===== src/rtl/btr_pkg.sv =====
package btr_pkg;
  typedef enum logic [1:0] {
    EV_NONE   = 2'b00,
    EV_BRANCH = 2'b01,
    EV_INTR   = 2'b10,
    EV_EXCP   = 2'b11
  } evKind_e;

  typedef enum logic {
    SRC_CUR  = 1'b0,
    SRC_NEXT = 1'b1
  } fromSrc_e;

  typedef struct packed {
    logic     capture;
    fromSrc_e fromSrc;
  } stbCtl_t;
endpackage


===== src/rtl/trace_ring_ctrl.sv =====
module trace_ring_ctrl
  import btr_pkg::*;
#(
  parameter int DEPTH = 16,
  localparam int PTR_W = $clog2(DEPTH)
) (
  input  logic             clk,
  input  logic             rst,
  input  evKind_e          evKind,
  output stbCtl_t          stb,
  output logic [PTR_W-1:0] wrSlot,
  output logic [PTR_W-1:0] topPtr
);
  localparam logic [PTR_W-1:0] LAST = PTR_W'(DEPTH - 1);

  logic [PTR_W-1:0] ptrQ;

  always_comb begin
    stb.capture = (evKind != EV_NONE);
    stb.fromSrc = (evKind == EV_INTR) ? SRC_NEXT : SRC_CUR;
    wrSlot      = (ptrQ == LAST) ? '0 : ptrQ + 1'b1;
  end

  always_ff @(posedge clk) begin
    if (rst)              ptrQ <= LAST;
    else if (stb.capture) ptrQ <= wrSlot;
  end

  assign topPtr = ptrQ;

  // pre-increment by one on capture
  a_r2_step: assert property (@(posedge clk) disable iff (rst)
    (evKind != EV_NONE && topPtr != LAST) |=> topPtr == $past(topPtr) + 1'b1);
  // wrap from the top index to zero
  a_r3_wrap: assert property (@(posedge clk) disable iff (rst)
    (evKind != EV_NONE && topPtr == LAST) |=> topPtr == '0);
  // no event holds the pointer
  a_r7_hold: assert property (@(posedge clk) disable iff (rst)
    (evKind == EV_NONE) |=> $stable(topPtr));
endmodule


===== src/rtl/trace_ring_store.sv =====
module trace_ring_store
  import btr_pkg::*;
#(
  parameter int DEPTH  = 16,
  parameter int ADDR_W = 64,
  localparam int PTR_W = $clog2(DEPTH)
) (
  input  logic              clk,
  input  logic              rst,
  input  stbCtl_t           stb,
  input  logic [PTR_W-1:0]  wrSlot,
  input  logic [ADDR_W-1:0] curAddr,
  input  logic [ADDR_W-1:0] nextAddr,
  input  logic [ADDR_W-1:0] dstAddr,
  input  logic [PTR_W-1:0]  rdIdx,
  output logic [ADDR_W-1:0] rdFrom,
  output logic [ADDR_W-1:0] rdTo
);
  logic [ADDR_W-1:0] fromMem [DEPTH];
  logic [ADDR_W-1:0] toMem   [DEPTH];
  logic [ADDR_W-1:0] fromVal;

  assign fromVal = (stb.fromSrc == SRC_NEXT) ? nextAddr : curAddr;

  for (genvar e = 0; e < DEPTH; e++) begin : g_entry
    always_ff @(posedge clk) begin
      if (rst) begin
        fromMem[e] <= '0;
        toMem[e]   <= '0;
      end else if (stb.capture && wrSlot == PTR_W'(e)) begin
        fromMem[e] <= fromVal;
        toMem[e]   <= dstAddr;
      end
    end
  end

  assign rdFrom = fromMem[rdIdx];
  assign rdTo   = toMem[rdIdx];

  // interrupt records the return address as "from"
  a_r5_intr_from: assert property (@(posedge clk) disable iff (rst)
    (stb.capture && stb.fromSrc == SRC_NEXT) |=> fromMem[$past(wrSlot)] == $past(nextAddr));
  // every record takes the destination as "to"
  a_r4_to_dst: assert property (@(posedge clk) disable iff (rst)
    stb.capture |=> toMem[$past(wrSlot)] == $past(dstAddr));
endmodule


===== src/rtl/branch_trace_ring.sv =====
module branch_trace_ring
  import btr_pkg::*;
#(
  parameter int DEPTH  = 16,
  parameter int ADDR_W = 64,
  localparam int PTR_W = $clog2(DEPTH)
) (
  input  logic              clk,
  input  logic              rst,
  input  logic [1:0]        evKind,
  input  logic [ADDR_W-1:0] curAddr,
  input  logic [ADDR_W-1:0] nextAddr,
  input  logic [ADDR_W-1:0] dstAddr,
  input  logic [PTR_W-1:0]  rdIdx,
  output logic [ADDR_W-1:0] rdFrom,
  output logic [ADDR_W-1:0] rdTo,
  output logic [PTR_W-1:0]  topPtr
);
  stbCtl_t          stb;
  logic [PTR_W-1:0] wrSlot;

  trace_ring_ctrl #(.DEPTH(DEPTH)) u_ctrl (
    .clk(clk), .rst(rst), .evKind(evKind_e'(evKind)),
    .stb(stb), .wrSlot(wrSlot), .topPtr(topPtr)
  );

  trace_ring_store #(.DEPTH(DEPTH), .ADDR_W(ADDR_W)) u_store (
    .clk(clk), .rst(rst), .stb(stb), .wrSlot(wrSlot),
    .curAddr(curAddr), .nextAddr(nextAddr), .dstAddr(dstAddr),
    .rdIdx(rdIdx), .rdFrom(rdFrom), .rdTo(rdTo)
  );
endmodule


===== config.mk =====
export PLATFORM = sky130hd
export DESIGN_NAME = branch_trace_ring
export DESIGN_NICKNAME = d
export VERILOG_FILES = /design/src/rtl/btr_pkg.sv /design/src/rtl/trace_ring_ctrl.sv /design/src/rtl/trace_ring_store.sv /design/src/rtl/branch_trace_ring.sv
export SDC_FILE = /design/constraint.sdc
export NUM_CORES = 2
export LEC_CHECK = 0
export ABC_AREA = 1
export BUFFER_PORTS_ARGS = -buffer_cell sky130_fd_sc_hd__buf_4
export CORE_ASPECT_RATIO = 1.5
export CORE_MARGIN = 1.5
export CORE_UTILIZATION = 30
export CTS_BUF_LIST = sky130_fd_sc_hd__clkbuf_2 sky130_fd_sc_hd__clkbuf_4 sky130_fd_sc_hd__clkbuf_8
export CTS_CLUSTER_DIAMETER = 200
export DETAILED_ROUTE_END_ITERATION = 10
export PLACE_DENSITY = 0.51
export SLEW_MARGIN = 10
export SYNTH_ARGS = -nofsm -noshare
export SYNTH_HDL_FRONTEND = slang
export SYNTH_SLANG_ARGS = --single-unit

===== constraint.sdc =====
create_clock -name clk -period 14.55 [get_ports clk]
set_input_delay 0.7275 -clock clk [delete_from_list [all_inputs] [get_ports clk]]
set_output_delay 0.7275 -clock clk [all_outputs]
set_load 0.005 [all_outputs]

[Word level (Yosys, flattened, before mapping)]
Memory sizes are Yosys's and may differ from the RTL's.
Index checks and enable logic that the tools add are counted.
W data, S select, Z words.
Cells by class
  $lt $le $gt $ge: 0
  reduce and logical (&&, ||, !) cells: 18
  bitwise logic cells: 32
  $add $sub $neg: 1
  shifts and indexed selects: 0
  multipliers: 0
  mux-type cells: 85
  equality and inequality tests: 17
  divide/modulo/power cells: 0
Operators by type and width (count)
  $mux W64: 33
  $mux W1: 51
  $eq A4 B4 Y1 const B: 9
  $or A1 B1 Y1: 32
  $eq A4 B3 Y1 const B: 4
  $logic_and A1 B1 Y1: 16
  $eq A4 B2 Y1 const B: 2
  $add A4 B1 Y4 const B: 1
  $eq A4 B1 Y1 const B: 1
  $logic_not A4 Y1: 1
  $mux W4: 1
  $eq A2 B2 Y1 const B: 1
  $reduce_bool A2 Y1: 1
Storage, ports and cells
  flip-flop bits (word level): 4
  memories kept: 2
  ROM bits: 0
  memory bits (writable): 2048
  bits in latches: 0
  output and inout bits: 132
Memory list
  u_store.fromMem: words 16, width 64, rd ports 1, clocked after memory_dff 0, wr ports 16, RTL line trace_ring_store.sv:19  | logic [ADDR_W-1:0] fromMem [DEPTH];
  u_store.toMem: words 16, width 64, rd ports 1, clocked after memory_dff 0, wr ports 16, RTL line trace_ring_store.sv:20  | logic [ADDR_W-1:0] toMem [DEPTH];

[Depth between registers and ports, before layout]
  depth after elaboration: 8
  depth in mapped cells: 10
  mapped depth without buffers: 7

[Hierarchy]
A second synthesis with hierarchy kept.
Unflattened totals
  cell total of the unflattened synthesis: 10283
  area, all modules: 95980.8 µm²
By module, submodules not included
  trace_ring_store: area each 95754.3 µm², times used 1, cells an instance 10251
  trace_ring_ctrl: area each 226.5 µm², times used 1, cells an instance 32

[Least setup slack after synthesis]
OpenSTA, ideal clock, no wires.
  path kind: register to register
  start point: reg u_ctrl.ptrQ[0] (netlist: u_ctrl.topPtr[0])
  end point: mem u_store.fromMem[12][0] (enable)
  stages on the path, launching flop included: 8
  library setup time: 0.792 ns
  clock period less this slack: 10.993 ns
  arrival: 10.201 ns
  path buffers: 1
  slack: 3.557 ns
  cell sequence: dfxtp_1 ha_1 nand2_1 nand3_2 nand2_1 buf_4 nand2_1 o21ai_0
RTL lines
  start, declared: RTL line trace_ring_ctrl.sv:16  | logic [PTR_W-1:0] ptrQ;
  start signal, assigned: RTL line trace_ring_ctrl.sv:26  | else if (stb.capture) ptrQ <= wrSlot;
  end, declared: RTL line trace_ring_store.sv:19

[Worst setup path in the final report]
  start point: in rdIdx[1]
  end point: out rdTo[12]
Between the ends
  word-level cells in the longest chain between the ends: 1
RTL lines
  start, declared: RTL line branch_trace_ring.sv:14  | input logic [PTR_W-1:0] rdIdx,
  $mem_v2 Z16 W64
  end, declared: RTL line branch_trace_ring.sv:16  | output logic [ADDR_W-1:0] rdTo,
Every way passes these cells.

==> flow_summary_export.csv <==
group,metric,value,unit
outcome,outcome,"finished clean",
min_path,whs_path_depth,3,
global_routing,grt_usage,21.1,%
power_and_ir_drop,p_leak,44.4,nW
routing,vias,76000,
worst_setup_path,r2r-end,"u_store.toMem[11][54]",
routing,dr.pass1.iters,6,
global_routing,overflow,0,
clocking,root_buffer,"clkbuf_8",
routing,vias_per_cell,5.11,
yosys,syn_nets,10700,
worst_setup_path,critPathSlowestCell,"buf_4",
power_and_ir_drop,swShare,28.5,%
sta,clock_skew,0.0385,ns
sta,finalMaxSlewViolations,0,
sta,post-route-min-period,5.95,ns
job,drv_cap,0,
placement,portBuffers,331,
clocking,cts_setup_buffers,0,
worst_setup_path,ff2ff_setup_slack,9.85,ns
routing,routed_wirelength,357,mm
worst_setup_path,crit_type,"in2out",
worst_setup_path,path_common_cell,"buf_4",
routing,drtIter0Drc,7601,
yosys,synth_fa_ha_area_share,0.0642,%
sta,max_freq,0.168,GHz
power_and_ir_drop,power.total,13.6,mW
clocking,postCtsHoldBufs,0,
clocking,numCtsBuffers,314,
routing,wl_per_cell,24.0,um
worst_setup_path,crit_path_max_incr_delay,0.92,ns
die,start_util,30.1,%
global_routing,grt_pass1_vias,74300,
yosys,synth_cell_types,24,
yosys,synth_top_area_share,63.1,%
final_layout,syn_to_final_growth,11.4,%
placement,placed_area,0.103,mm2
placement,dp.final_hpwl,170,mm
die,core_area,0.324,mm2
final_layout,drive_above_1_share,9.76,%
clocking,cts.path.max_buffers,4,
global_routing,antenna_found_initial,10,
power_and_ir_drop,pwr-share-seq,52.0,%
die,dieArea,0.328,mm2
clocking,insertion_delay,1.00,ns
power_and_ir_drop,p_int,9.76,mW
yosys,synth_compound_area_share,0.414,%
yosys,synth_top_family_by_area,"simple AND/OR/NAND/NOR gates",
sta,fin_crit_sh,40.9,%
worst_setup_path,worstSetupEndpoint,"rdTo[12]",
yosys,yosys.area_share.simple,28.2,%
placement,dp_slack,8.75,ns
yosys,synth_top_area_cell,"edfxtp_1",
power_and_ir_drop,power_density,126,mW/mm2
yosys,synth.area.mux_share,0,%
sta,hold_viol,0,
yosys,synth_area,0.0974,mm2
final_layout,final_cell_area,0.109,mm2
power_and_ir_drop,clkPwrFrac,34.7,%
routing,ant_nets,0,
power_and_ir_drop,vdd_drop_max,61.4,uV
worst_setup_path,startpoint,"rdIdx[1]",
yosys,avgSynthCellArea,9.32,um2
clocking,cts_resized,0,
yosys,yosysWarningCount,0,
die,rows,256,
worst_setup_path,path_max_fanout,114,
power_and_ir_drop,p_sw,3.89,mW
worst_setup_path,r2r-start,"u_ctrl.topPtr[0]",
worst_setup_path,ff2ff_path_depth,8,
min_path,min_path_type,"in2reg",
worst_setup_path,start_kind,"input pin",
worst_setup_path,cp.arrival,5.22,ns
power_and_ir_drop,p_comb_share,13.4,%
yosys,yosys_register_bits,2052,
placement,globalplace.congestion,0.762,
sta,finalSetupTns,0,ns
clocking,path_clk_slew,0.06,ns
worst_setup_path,cp_cell_sequence,"buf_8 > inv_8 > buf_4 > buf_4 > buf_4 > nand3_1 > nand2_1 > nand2_1 > nand3_1 > nand2_1 > buf_4",
yosys,seq_area_frac_synth,63.2,%
global_routing,grt_max_degree,205,
worst_setup_path,end_kind,"output port",
clocking,cts_tree,"built",
die,die-width,468,um
yosys,netlist_top_cells_area,"edfxtp_1 (63%), nand2_1 (11%), nand3_1 (7.5%), nor3_1 (5.3%), nor2_1 (4.0%)",
yosys,synth_xor_area_share,0,%
sta,layout_setup_ws,8.60,ns
clocking,htreeDepth,5,
die,dieHeight,701,um
sta,rsz0062_at_grt,"no",
sta,relSlewSlack,13.1,%
die,ioPinCount,332,
sta,setup_violations,0,
sta,tightest_slew,1.30,ns
worst_setup_path,worstPathRequired,13.82,ns
final_layout,nets,10600,
routing,drc,0,
yosys,syn_inst,10400,
clocking,cts.sinks,2052,
global_routing,grt_pass1_wl,511,mm
final_layout,fillers,33000,
-- kinds of logic (layout without fill, tap and decap cells) --
family	Yosys count	after routing
other	0	9
flip-flops	2052	2052
buffers and inverters	1853	2000
AO/OA/AOI/OAI	80	80
adder cells (fa/ha/maj)	5	5
AND/OR/NAND/NOR	6458	6458
-- cell type report --
cell class | instances | area [um2] | area share (%)
Clock buffer | 426 | 5230 | 4.81
Timing Repair Buffer | 506 | 4070 | 3.75
Sequential cell | 2052 | 61600 | 56.7
Tap cell | 4257 | 5330 | 4.91
Clock inverter | 123 | 596 | 0.549
Inverter | 945 | 3580 | 3.30
Antenna cell | 9 | 22.5 | 0.0207
Multi-Input combinational cell | 6543 | 28100 | 25.9
-- per-layer routing --
| layer | track usage (%) | up-vias | part of all wire [%] |
|---|---|---|---|
| met1 | 27.0 | 37900 | 41 |
| met4 | 6.77 | 0 | 3.2 |
| met3 | 2.52 | 605 | 6.7 |
| met2 | 36.8 | 3183 | 49 |
| met5 | 0 | - | 0 |
| li1 | - | 34300 | - |
-- worst min-delay path by stage --
stage	startpoint	slack, ns	end
3_5_place_dp	u_ctrl.topPtr[3]	0.60	u_ctrl.topPtr[3]
3_3_place_gp	u_ctrl.topPtr[3]	0.58	u_ctrl.topPtr[3]
4_1_cts	evKind[0]	0.13	u_ctrl.topPtr[0]
5_1_grt	evKind[0]	0.25	u_ctrl.topPtr[0]
6_report	evKind[0]	0.22	u_ctrl.topPtr[0]
2_1_floorplan	u_ctrl.topPtr[3]	0.55	u_ctrl.topPtr[3]
-- per-stage QoR --
| stage | util (%) | instances | hold slack, ns |
|---|---|---|---|
| 4_1_cts | 33.5 | 14900 | 0.135 |
| 6_report | 33.6 | 14900 | 0.224 |
| 2_1_floorplan | - | 10400 | 0.554 |
| 3_5_place_dp | 31.7 | 14300 | 0.601 |
| 3_3_place_gp | 31.7 | 14300 | 0.575 |
| 5_1_grt | 33.5 | 14900 | 0.251 |
-- layout by cell type (no fill, tap or decap), types with 5 or more instances in the layout --
cell        instances
ha_1                5
buf_12             19
clkbuf_8          325
nor3_1           1024
nand2_1          2904
nand2_4             9
clkinv_1           82
o21ai_2            22
o21ai_4             8
buf_4             482
nand4_1            16
diode_2             9
clkinv_2           27
clkbuf_4          102
o21ai_1            42
or2_2              14
edfxtp_1         2048
nor2_1           1030
nand3_1          1457
clkinvlp_4         10
inv_1             941
-- registers in the layout, summed over array words and instances, names as in the netlist --
signal,cells
u_ctrl.topPtr,4
u_store.toMem,1024
u_store.fromMem,1024
-- power by group through the flow --
stage	combinational, mW	clock, mW	sequential, mW
detailed placement	1.83	0	7.21
finish	1.82	4.73	7.09
CTS	1.84	4.81	7.09
floorplan	1.02	0	7.28
global route	1.97	5.01	7.12
global placement	1.82	0	7.20
-- cell usage after synthesis --
library cell  count
o211ai_1          1
nor3_1         1024
inv_1           944
nand2_2           1
ha_1              5
nor2_2            1
o21ai_1          64
clkbuf_1        477
nand4_2           1
nand4_1          16
nor2_1         1030
nand3_2           1
dfxtp_1           4
buf_4            55
buf_1            54
or2_2            14
a21oi_1           3
o21ai_0          12
buf_2           262
inv_2             1
buf_6            60
nand2_1        2913
edfxtp_1       2048
nand3_1        1457
-- worst max-delay path, delay by kind of cell --
kind | cells | cell delay (ns)
buf+inv | 6 | 3.45
simple gates | 5 | 0.65
No activity file was read; power rests on OpenSTA's default activity.
